File: config.mk
export PLATFORM = sky130hd
export DESIGN_NAME = gated_event_counter
export DESIGN_NICKNAME = d
export VERILOG_FILES = /design/src/rtl/gated_event_counter.sv
export SDC_FILE = /design/constraint.sdc
export NUM_CORES = 1
export LEC_CHECK = 0
export BUFFER_PORTS_ARGS = -buffer_cell sky130_fd_sc_hd__buf_2
export CORE_AREA = 8 8 108 80
export DETAILED_ROUTE_END_ITERATION = 8
export DIE_AREA = 0 0 116 88
export GPL_ROUTABILITY_DRIVEN = 0
export PLACE_DENSITY_LB_ADDON = 0.25
export SYNTH_ARGS = -nofsm -noshare
export SYNTH_HDL_FRONTEND = slang
export SYNTH_SLANG_ARGS = --single-unit
File: constraint.sdc
create_clock -name clk -period 3.16 [get_ports clk]
set_input_delay 0.158 -clock clk [delete_from_list [all_inputs] [get_ports clk]]
set_output_delay 0.158 -clock clk [all_outputs]
set_load 0.01 [all_outputs]
File: src/rtl/gated_event_counter.sv
module gated_event_counter #(
  parameter int MAG_W = 14,
  parameter int LIMIT = 9999
) (
  input  logic             clk,
  input  logic             rst_n,
  input  logic             gate_i,
  input  logic             pulse_i,
  input  logic [MAG_W-1:0] preset_mag_i,
  input  logic             preset_neg_i,
  input  logic             status_rd_i,
  input  logic             final_rd_i,
  input  logic             irq_rd_i,
  input  logic             irq_ovf_en_i,
  input  logic             irq_ovw_en_i,
  output logic [MAG_W-1:0] live_mag_o,
  output logic             live_neg_o,
  output logic [MAG_W-1:0] final_mag_o,
  output logic             final_neg_o,
  output logic             final_oor_o,
  output logic             active_o,
  output logic             trig_o,
  output logic             zero_o,
  output logic             live_ovf_o,
  output logic             stored_o,
  output logic             overwrite_o,
  output logic             irq_ovf_o,
  output logic             irq_ovw_o,
  output logic             irq_o
);

  localparam logic [MAG_W-1:0] LIM = MAG_W'(LIMIT);

  logic             gate_q, arm_q, sat_q, unread_q;
  logic [MAG_W-1:0] mag_q, nxt_mag, load_mag;
  logic             neg_q, nxt_neg, load_neg, sat_hit;

  wire rise    = gate_i & ~gate_q;
  wire fall    = ~gate_i & gate_q;
  wire cnt_en  = gate_i & gate_q & pulse_i;
  wire ovf_evt = cnt_en & sat_hit;
  wire ovw_evt = fall & unread_q & ~final_rd_i;
  wire zero_hit = cnt_en & (nxt_neg | (nxt_mag == '0));

  assign load_mag = (preset_mag_i > LIM) ? LIM : preset_mag_i;
  assign load_neg = preset_neg_i & (preset_mag_i != '0);

  always_comb begin
    nxt_mag = mag_q;
    nxt_neg = neg_q;
    sat_hit = 1'b0;
    if (neg_q) begin
      if (mag_q >= LIM) sat_hit = 1'b1;
      else              nxt_mag = mag_q + 1'b1;
    end else if (mag_q == '0) begin
      nxt_neg = 1'b1;
      nxt_mag = MAG_W'(1);
    end else begin
      nxt_mag = mag_q - 1'b1;
    end
  end

  always_ff @(posedge clk or negedge rst_n) begin
    if (!rst_n) begin
      gate_q <= 1'b0;
      mag_q  <= '0;
      neg_q  <= 1'b0;
      sat_q  <= 1'b0;
      arm_q  <= 1'b0;
    end else begin
      gate_q <= gate_i;
      if (rise) begin
        mag_q <= load_mag;
        neg_q <= load_neg;
        sat_q <= 1'b0;
        arm_q <= 1'b1;
      end else if (cnt_en) begin
        mag_q <= nxt_mag;
        neg_q <= nxt_neg;
        arm_q <= 1'b0;
        if (sat_hit) sat_q <= 1'b1;
      end
    end
  end

  always_ff @(posedge clk or negedge rst_n) begin
    if (!rst_n) begin
      final_mag_o <= '0;
      final_neg_o <= 1'b0;
      final_oor_o <= 1'b0;
      unread_q    <= 1'b0;
    end else begin
      if (fall) begin
        final_mag_o <= mag_q;
        final_neg_o <= neg_q;
        final_oor_o <= sat_q;
      end
      unread_q <= fall | (unread_q & ~final_rd_i);
    end
  end

  always_ff @(posedge clk or negedge rst_n) begin
    if (!rst_n) begin
      trig_o      <= 1'b0;
      zero_o      <= 1'b0;
      live_ovf_o  <= 1'b0;
      stored_o    <= 1'b0;
      overwrite_o <= 1'b0;
      irq_ovf_o   <= 1'b0;
      irq_ovw_o   <= 1'b0;
    end else begin
      trig_o      <= (cnt_en & arm_q) | (trig_o & ~status_rd_i);
      zero_o      <= rise ? 1'b0 : (zero_hit | zero_o);
      live_ovf_o  <= ovf_evt | (live_ovf_o & ~status_rd_i & ~(irq_rd_i & irq_ovf_o));
      stored_o    <= fall | (stored_o & ~status_rd_i);
      overwrite_o <= ovw_evt | (overwrite_o & ~status_rd_i);
      irq_ovf_o   <= (ovf_evt & irq_ovf_en_i) | (irq_ovf_o & ~irq_rd_i);
      irq_ovw_o   <= (ovw_evt & irq_ovw_en_i) | (irq_ovw_o & ~irq_rd_i);
    end
  end

  assign live_mag_o = mag_q;
  assign live_neg_o = neg_q;
  assign active_o   = gate_q;
  assign irq_o      = irq_ovf_o | irq_ovw_o;

  p_mag_bound_r7: assert property (@(posedge clk) disable iff (!rst_n)
    live_mag_o <= LIM);
  p_zero_clear_r6: assert property (@(posedge clk) disable iff (!rst_n)
    (gate_i && !active_o) |=> !zero_o);
  p_store_on_fall_r12: assert property (@(posedge clk) disable iff (!rst_n)
    (!gate_i && active_o) |=> stored_o);
  p_overwrite_r10: assert property (@(posedge clk) disable iff (!rst_n)
    (!gate_i && active_o && unread_q && !final_rd_i) |=> overwrite_o);
  p_final_hold_r9: assert property (@(posedge clk) disable iff (!rst_n)
    !(!gate_i && active_o) |=> ($stable(final_mag_o) && $stable(final_neg_o)));
  p_irq_with_flag_r11: assert property (@(posedge clk) disable iff (!rst_n)
    $rose(irq_ovf_o) |-> live_ovf_o);
  p_trig_gated_r5: assert property (@(posedge clk) disable iff (!rst_n)
    $rose(trig_o) |-> active_o);

endmodule

# Yosys cells after proc, flatten, opt, wreduce, memory -nomap -nowiden
# Index checks and enable logic that the tools add are counted.
[word_totals] register_bits=42 input_bits=24 word_cells=81
[classes] addsub=2 order_cmp=2 mux=18 bitwise=37 n_reduce_logical=6
[ops] cell="$mux W14" n=6
[ops] cell="$logic_not A14 Y1" n=2
[ops] cell="$and A1 B1 Y1" n=21
[ops] cell="$add A14 B1 Y14 const B" n=1
[ops] cell="$ge A14 B14 Y1 const B" n=1
[ops] cell="$gt A14 B14 Y1 const B" n=1
[ops] cell="$reduce_bool A14 Y1" n=1
[ops] cell="$sub A14 B1 Y14 const B" n=1
[ops] cell="$mux W1" n=12
[ops] cell="$or A1 B1 Y1" n=10
[ops] cell="$not A1 Y1" n=6
[ops] cell="$reduce_bool A2 Y1" n=2
[ops] cell="$reduce_and A2 Y1" n=1

# Logic depth before layout (Yosys ltp)
# Gate-level depths: netlist of the first run.
[logic_depth] depth_word=8 mapped_depth=10

# Least setup slack after synthesis of the first run
# No wires, ideal clock.
[synth_timing] path_kind="flip-flop to flip-flop" startpoint="register mag_q[0] (netlist: live_mag_o[0])" endpoint="register zero_o" setup_time_ns=0.092 arrival_time_ns=2.820 t_required_ns=3.068 slack_ns=0.248 path_stages_with_launch=11 path_buffers=1 period_less_slack_ns=2.912 path_cell_list="dfrtp_1 > clkbuf_1 > inv_1 > ha_1 > or4b_4 > or4_4 > and3_4 > a21oi_2 > nand4_1 > or4_4 > o31ai_2"
[synth_between] elab_chain_cells=8 word_cells_on_any_way=14 classes_between="2 x add/sub; 1 x order compare; 6 x mux; 3 x bitwise; 2 x reduce/logical"
[synth_rtl] element="start, declared" line="35" text="logic [MAG_W-1:0] mag_q, nxt_mag, load_mag;"
[synth_rtl] element="start signal, assigned" line="73" text="mag_q <= load_mag;"
[synth_rtl] element="start signal, assigned" line="78" text="mag_q <= nxt_mag;"
[synth_rtl] element="$sub A14 B1 Y14 (tied with other cells)" line="59" text="nxt_mag = mag_q - 1'b1;"
[synth_rtl] element="$mux W14 (on tied branches)" line="55, 53"
[synth_rtl] element="$mux W14" line="52" text="if (neg_q) begin"
[synth_rtl] element="$logic_not A14 Y1" line="43" text="wire zero_hit = cnt_en & (nxt_neg | (nxt_mag == '0));"
[synth_rtl] element="$or A1 B1 Y1 (*)" line="43"
[synth_rtl] element="$and A1 B1 Y1 (*)" line="43"
[synth_rtl] element="$or A1 B1 Y1 (*)" line="113" text="zero_o <= rise ? 1'b0 : (zero_hit | zero_o);"
[synth_rtl] element="$mux W1 (*)" line="113"
[synth_rtl] element="end signal, assigned" line="113"
[synth_rtl] element="end, declared" line="23" text="output logic zero_o,"
# Mark *: on every way between the ends. The rest lies on a longest branch, timed or not.
# A chain may end at the register's enable or synchronous reset.

# Worst setup path in the final report of the first run
[layout_timing] startpoint="register mag_q[1] (netlist: live_mag_o[1])" endpoint="register zero_o"
# Same word-level chain as after synthesis.

==> results of run 1 <==
layout make-up:
| class | instances | area [µm²] | area share, % |
|---|---|---|---|
| timing repair buffer | 78 | 428 | 13.5 |
| sequential | 42 | 1050 | 33.0 |
| clock buffer | 5 | 68.8 | 2.16 |
| clock inverter | 3 | 45.0 | 1.42 |
| inverter | 13 | 48.8 | 1.53 |
| tap | 98 | 123 | 3.86 |
| multi-input combinational | 217 | 1420 | 44.5 |
power breakdown:
| group | leakage, nW | switching [W] | internal (W) |
|---|---|---|---|
| Clock | 0.0504 | 0.000209 | 0.000235 |
| Combinational | 0.884 | 0.000322 | 0.000239 |
| Sequential | 0.529 | 0.0000976 | 0.000619 |
| Total | 1.46 | 0.000629 | 0.00109 |
how the worst max path moves through the flow:
stage	startpoint	end	slack (ns)	depth (start not counted)
floorplan	live_mag_o[0]	zero_o	0.25	10
global placement	live_mag_o[1]	zero_o	0.28	9
detailed placement	live_mag_o[1]	zero_o	0.20	9
CTS	live_mag_o[1]	zero_o	0.17	9
global route	live_mag_o[1]	zero_o	0.01	10
finish	live_mag_o[1]	zero_o	0.09	9
through the flow:
stage / cells / power [W] / instance area, µm²
6_report: 456 / 0.00172 / 3180
5_1_grt: 456 / 0.00182 / 3180
4_1_cts: 456 / 0.00173 / 3180
3_5_place_dp: 448 / 0.00128 / 3070
3_3_place_gp: 448 / 0.00128 / 3070
2_1_floorplan: 293 / 0.00105 / 2640
layer usage:
metal | GRT usage [%] | up-vias | routed length [µm]
met1 | 23.8 | 1234 | 3720
met3 | 5.79 | 21 | 1100
met5 | 0 | - | 0
met4 | 5.28 | 0 | 153
li1 | - | 1217 | -
met2 | 23.1 | 158 | 3430
sequential cells by signal, indices dropped and copies added (netlist names):
register     count
live_mag_o      14
overwrite_o      1
active_o         1
final_mag_o     14
zero_o           1
unread_q         1
irq_ovw_o        1
final_oor_o      1
arm_q            1
stored_o         1
sat_q            1
live_neg_o       1
final_neg_o      1
trig_o           1
irq_ovf_o        1
live_ovf_o       1
cell families after synthesis:
| family | share of synthesized area [%] |
|---|---|
| buffers and inverters | 6.36 |
| multiplexers | 6.79 |
| flip-flops | 39.9 |
| AO/OA/AOI/OAI | 19.9 |
| XOR/XNOR | 0.332 |
| AND/OR/NAND/NOR | 25.8 |
| adder cells (fa/ha/maj) | 0.950 |
cell usage in the layout (no fill, tap or decap), drive strengths merged, types with 2 or more instances in the layout:
cell,count
or3b,2
ha,2
clkbuf,5
nor2,12
buf,78
a21oi,9
nand4,6
nand2,33
o21ai,39
nor4b,3
and3,6
and4,4
a211o,2
or3,3
o21a,2
dfrtp,42
o211ai,2
inv,13
mux2,15
or4,4
clkinvlp,2
a22oi,5
nor3,9
nor4,9
o31ai,4
nand4b,3
a31oi,2
nand2b,6
nand3,12
o22ai,3
a211oi,2
worst max-delay path, stage by stage (launching register included):
cell,delay (ns)
dfrtp_1,0.47
inv_1,0.16
ha_1,0.21
or3b_2,0.52
nor4_4,0.34
o21ai_0,0.20
a21oi_2,0.23
nand4_1,0.13
or4_4,0.53
o31ai_2,0.18
==> results.md, run 1 <==
- Run status: finished with violations
- Violations in the final reports: hold timing
- Startpoint of the worst-slack reg-to-reg timing path: live_mag_o[1]
- Sequential fraction of the synthesis area: 39.9%
- Cell area after synthesis: 0.00264 mm²
- Cells on worst reg2reg path: 9
- Class of the tightest hold or removal check: in -> async
- Total wirelength of the detailed-routed design: 8.41 mm
- Drt via density: 5.77
- Number of nets in the final layout: 383
- Largest net degree at the start of global routing: 43
- Placement Rows: 26
- Leading cell type by number of instances after synthesis: dfrtp_1
- Share of cells above drive strength 1: 33.8%
- Wire length of the first global-routing pass: 13.3 mm
- Post-route DRC violation count: 0
- Distinct cells, synth: 59
- P per Cell Area: 541 mW/mm²
- Unrepaired setup endpoints after global routing: no
- Area growth, synth to finish: 20.7%
- Pre-CTS setup slack: 0.203 ns
- Number of clock sinks: 42
- Slew at the pin closest to its max-slew limit: 0.987 ns
- Required time at the endpoint of the critical path: 3.37 ns
- Warnings, synthesis: 0
- Share of the cycle needed by the critical path after routing: 97.1%
- Slew Limit Headroom: 34.2%
- Setup fix buffers added after clock tree synthesis: 0
- Data arrival, critical path: 3.28 ns
- CTS Root Cell: clkbuf_8
- Final number of max-transition violations: 0
- DRC marker count from the first detailed-route iteration: 367
- Setup slack, reg-to-reg: 0.09 ns
- Portion of synthesized cell area occupied by the leading cell type: 39.9%
- Post-cts gate resize count: 0
- Synth Flop Type: dfrtp_1
- Launching element type of the critical path: flip-flop
- Final cell utilization of the core: 45.3%
- Number of inserted diodes: 0
- CTS Buffer Depth: 2
- Max-Cap Viols: 0
- Cells taking the most area after synthesis: dfrtp_1, o21ai_0, mux2_2
- Category of the critical setup timing path: reg -> reg
- CTS hold repair buffers: 0
- Maximum net fanout on the critical path: 8
- Detailed-routing iteration count for the pre-antenna-repair pass: 5
- Die width: 116 µm
- Y dimension of the die: 88 µm
- Post-synth EDFFs: 0
- Total CTS buffers: 5
- Detailed Place HPWL: 6.46 mm
- Final Hold Violating Endpoints: 5
- Post-detailed-route count of antenna-violating nets: 0
- Setup TNS: 0 ns
- Gate count of the mapped netlist: 293
- Final hold slack: -0.00677 ns
- Routed vias: 2,630
- I/O pin total: 64
- Starting utilization of the core area: 37.5%
- Clock slew seen by the registers of the worst setup and hold paths: 0.09 ns
- GRT overflow: 0
- Leakage power of the design: 1.46 nW
- Achievable clock frequency: 0.326 GHz
- Syn Nets: 319
- Clock Skew: 0.00866 ns
- Die Outline Area: 0.0102 mm²
- Placeable Area: 0.00703 mm²
- Mean post-synth cell area: 8.99 µm²
- Kind of capture point of the worst setup path: flip-flop
- CTS H-tree depth: 2
- GRT Total Usage: 16.8%
- Setup violation total in the final timing report: 0
- Worst IR Drop VDD: 0.194 mV
- Antenna violations before repair: 0
- Clock tree from TritonCTS: built
- Minimum period implied by the final worst setup slack: 3.07 ns
- Flop and latch count out of synthesis: 42
- Later-pin clock latency in the skew report: 0.30 ns
- I/O Buffers: 63
- Filler cells: 711
- Async set or reset register ratio after synthesis: 100%
- Vias in the first global route: 2,519
- Post-synth top cells: dfrtp_1, o21ai_0, nand2_1
- Library cell occupying the most area in the post-synthesis netlist: dfrtp_1
- Final worst-path setup slack: 0.0912 ns
- Routed WL per cell: 18.4 µm
- Worst r2r dst: zero_o
(Power assumes the default switching activity.)
==> inputs of run 2 (changes only) <==
--- a/config.mk
+++ b/config.mk
@@ -5,10 +5,11 @@
 export SDC_FILE = /design/constraint.sdc
 export NUM_CORES = 1
 export LEC_CHECK = 0
+export ABC_AREA = 1
 export BUFFER_PORTS_ARGS = -buffer_cell sky130_fd_sc_hd__buf_2
-export CORE_AREA = 8 8 108 80
+export CORE_AREA = 8 8 110 82
 export DETAILED_ROUTE_END_ITERATION = 8
-export DIE_AREA = 0 0 116 88
+export DIE_AREA = 0 0 118 90
 export GPL_ROUTABILITY_DRIVEN = 0
 export PLACE_DENSITY_LB_ADDON = 0.25
 export SYNTH_ARGS = -nofsm -noshare
==> run 2 against run 1 <==
Against the previous run: the flow now finishes without violations; register-to-register slack gained 0.81 ns; count of clock-buffer cells in the layout is the same; global-route usage decreased by 1.2 points; flip-flop and latch count unchanged; largest cell class unchanged; largest power group unchanged.
==> results.md, run 2 <==
- Starting utilization of the core area: 36.8%
- Final number of max-transition violations: 0
- Setup slack, reg-to-reg: 0.90 ns
- Detailed-routing iteration count for the pre-antenna-repair pass: 5
- Number of clock sinks: 42
- Setup TNS: 0 ns
- Post-route DRC violation count: 0
- I/O Buffers: 63
- Run status: completed
- Vias in the first global route: 2,490
- Die width: 118 µm
- Maximum net fanout on the critical path: 9
- Routed met1 length: 4.28 mm
- Count of buffer and inverter cells on the critical path: 1
- Share of cells above drive strength 1: 21.6%
- Y dimension of the die: 90 µm
- P per Cell Area: 600 mW/mm²
- Gate count of the mapped netlist: 377
- Warnings, synthesis: 0
- Portion of synthesized cell area occupied by the leading cell type: 38.2%
- Sequential fraction of the synthesis area: 38.2%
- Uppermost signal routing layer after detailed routing: met4
- Post-synth EDFFs: 0
- Placeable Area: 0.00747 mm²
- Total wirelength of the detailed-routed design: 8.47 mm
- Clock tree from TritonCTS: built
- Synth Flop Type: dfrtp_1
- Clock Skew: 0.0125 ns
- Top library cells by usage in the layout, fill and taps aside: nand2_1, buf_2, dfrtp_1
- Async set or reset register ratio after synthesis: 100%
- Minimum period implied by the final worst setup slack: 2.26 ns
- Drt via density: 5.12
- Cells taking the most area after synthesis: dfrtp_1, nand2_1, nand3_1
- Number of nets in the final layout: 461
- Routed length on met2: 3.16 mm
- Wire length of the first global-routing pass: 13.5 mm
- Total CTS buffers: 5
- CTS Root Cell: clkbuf_8
- Number of inserted diodes: 0
- Max stage delay on crit path: 0.45 ns
- Routed WL per cell: 15.8 µm
- Launching element type of the critical path: flip-flop
- Flop and latch count out of synthesis: 42
- Slew Limit Headroom: 37.7%
- GRT overflow: 0
- Later-pin clock latency in the skew report: 0.30 ns
- Setup violation total in the final timing report: 0
- CTS Buffer Depth: 2
- Slew at the pin closest to its max-slew limit: 0.935 ns
- Largest net degree at the start of global routing: 43
- GRT Total Usage: 15.6%
- Antenna violations before repair: 0
- Die Outline Area: 0.0106 mm²
- Area growth, synth to finish: 17.5%
- Kind of cell adding the most delay to the critical path: simple AND/OR/NAND/NOR gates
- Category of the critical setup timing path: reg -> reg
- Post-detailed-route count of antenna-violating nets: 0
- Clock slew seen by the registers of the worst setup and hold paths: 0.09 ns
- Syn Nets: 403
- List of cells traversed by the critical path: inv_1 -> ha_1 -> nand2_2 -> nor2_4 -> nand3_4 -> nand2_4 -> nor2_1 -> a21oi_1 -> nand3_1 -> nor2_1 -> nand3_1 -> nor2_1 -> nor2_1 -> nor2_1
- Mean post-synth cell area: 7.29 µm²
- Leakage power of the design: 1.63 nW
- Registers with the most flip-flops: final_mag_o: 14 flops, live_mag_o: 14 flops
- Post-synth top cells: nand2_1, dfrtp_1, inv_1, nand3_1, o21ai_0
- I/O pin total: 64
- Max-Cap Viols: 0
- Routed vias: 2,747
- Final hold slack: 0.00615 ns
- CP max stage cell: dfrtp_1
- DRC marker count from the first detailed-route iteration: 313
- Kind of capture point of the worst setup path: flip-flop
- Post-cts gate resize count: 0
- Library cell occupying the most area in the post-synthesis netlist: dfrtp_1
- Worst IR Drop VDD: 0.203 mV
- Most common library cell in the layout ignoring fill and taps: nand2_1
- Final Hold Violating Endpoints: 0
- Required time at the endpoint of the critical path: 3.39 ns
- Leading cell type by number of instances after synthesis: nand2_1
- Cell area after synthesis: 0.00275 mm²
- Share of the cycle needed by the critical path after routing: 71.4%
- Achievable clock frequency: 0.443 GHz
- Data arrival, critical path: 2.48 ns
- Unrepaired setup endpoints after global routing: no
- CTS H-tree depth: 2
- Distinct cells, synth: 33
- Detailed Place HPWL: 6.66 mm
- Cell with the most instances on the worst path: nor2_1
- Placement Rows: 27
- Class of the tightest hold or removal check: in -> async
- Met3 WL: 979 µm
==> run 2: timing repair <==
action                                 CTS  global route
buffers inserted                         0             0
hold buffers                             1             0
endpoints found under the hold margin    1             0
==> run 2: through the flow <==
step | instance area (µm²) | cells | total power, W | setup slack [ns] | util, %
floorplan | 2750 | 377 | 0.00126 | 1.23 | -
global placement | 3110 | 528 | 0.00151 | 0.963 | 41.6
detailed placement | 3110 | 528 | 0.00151 | 0.957 | 41.6
CTS | 3230 | 537 | 0.00194 | 0.925 | 43.3
global route | 3230 | 537 | 0.00207 | 0.697 | 43.3
finish | 3230 | 537 | 0.00194 | 0.904 | 43.3
==> run 2: power by group <==
| part | switching (W) | total (W) | internal (W) |
|---|---|---|---|
| sequential | 0.000140 | 0.000766 | 0.000625 |
| combinational | 0.000495 | 0.000748 | 0.000253 |
| clock | 0.000189 | 0.000424 | 0.000235 |
| total | 0.000824 | 0.00194 | 0.00111 |
==> run 2: cell type report <==
type                       instances  area [µm²]
clock inverter                     3        45.0
timing repair buffer              64         325
fill                             788        4240
tap                              101         126
sequential                        42        1050
inverter                          41         156
clock buffer                       5        68.8
multi-input combinational        281        1460
==> run 2: cells by family after synthesis <==
| logic type | after synthesis | synth area share (%) |
|---|---|---|
| compound gates | 61 | 13.1 |
| xor+xnor | 11 | 3.50 |
| fa+ha+maj | 2 | 0.910 |
| buf+inv | 54 | 8.78 |
| flops | 42 | 38.2 |
| simple gates | 207 | 35.5 |
==> run 2: final timing paths <==
kind / startpoint / endpoint / depth (start not counted)
worst max register to register: live_mag_o[1] / zero_o / 14
worst min register to register: final_mag_o[12] / final_mag_o[12] / 2
worst min-delay path: rst_n / live_mag_o[8] / 1
max in group asynchronous: rst_n / live_mag_o[1] / 1
worst max-delay path: live_mag_o[1] / zero_o / 14
min in group clk: irq_rd_i / irq_ovw_o / 2
==> run 2: layer usage <==
layer / track usage, % / up-vias
met5: 0 / -
met4: 2.55 / 0
met3: 4.93 / 7
met2: 19.8 / 141
met1: 24.5 / 1231
li1: - / 1368
==> run 2: worst register-to-register path: stages, from the launching register on <==
cell and delay, ns:
dfrtp_1 0.45, inv_1 0.18, ha_1 0.27, nand2_2 0.11, nor2_4 0.18, nand3_4 0.11, nand2_4 0.12, nor2_1 0.05
a21oi_1 0.21, nand3_1 0.10, nor2_1 0.12, nand3_1 0.08, nor2_1 0.10, nor2_1 0.05, nor2_1 0.08
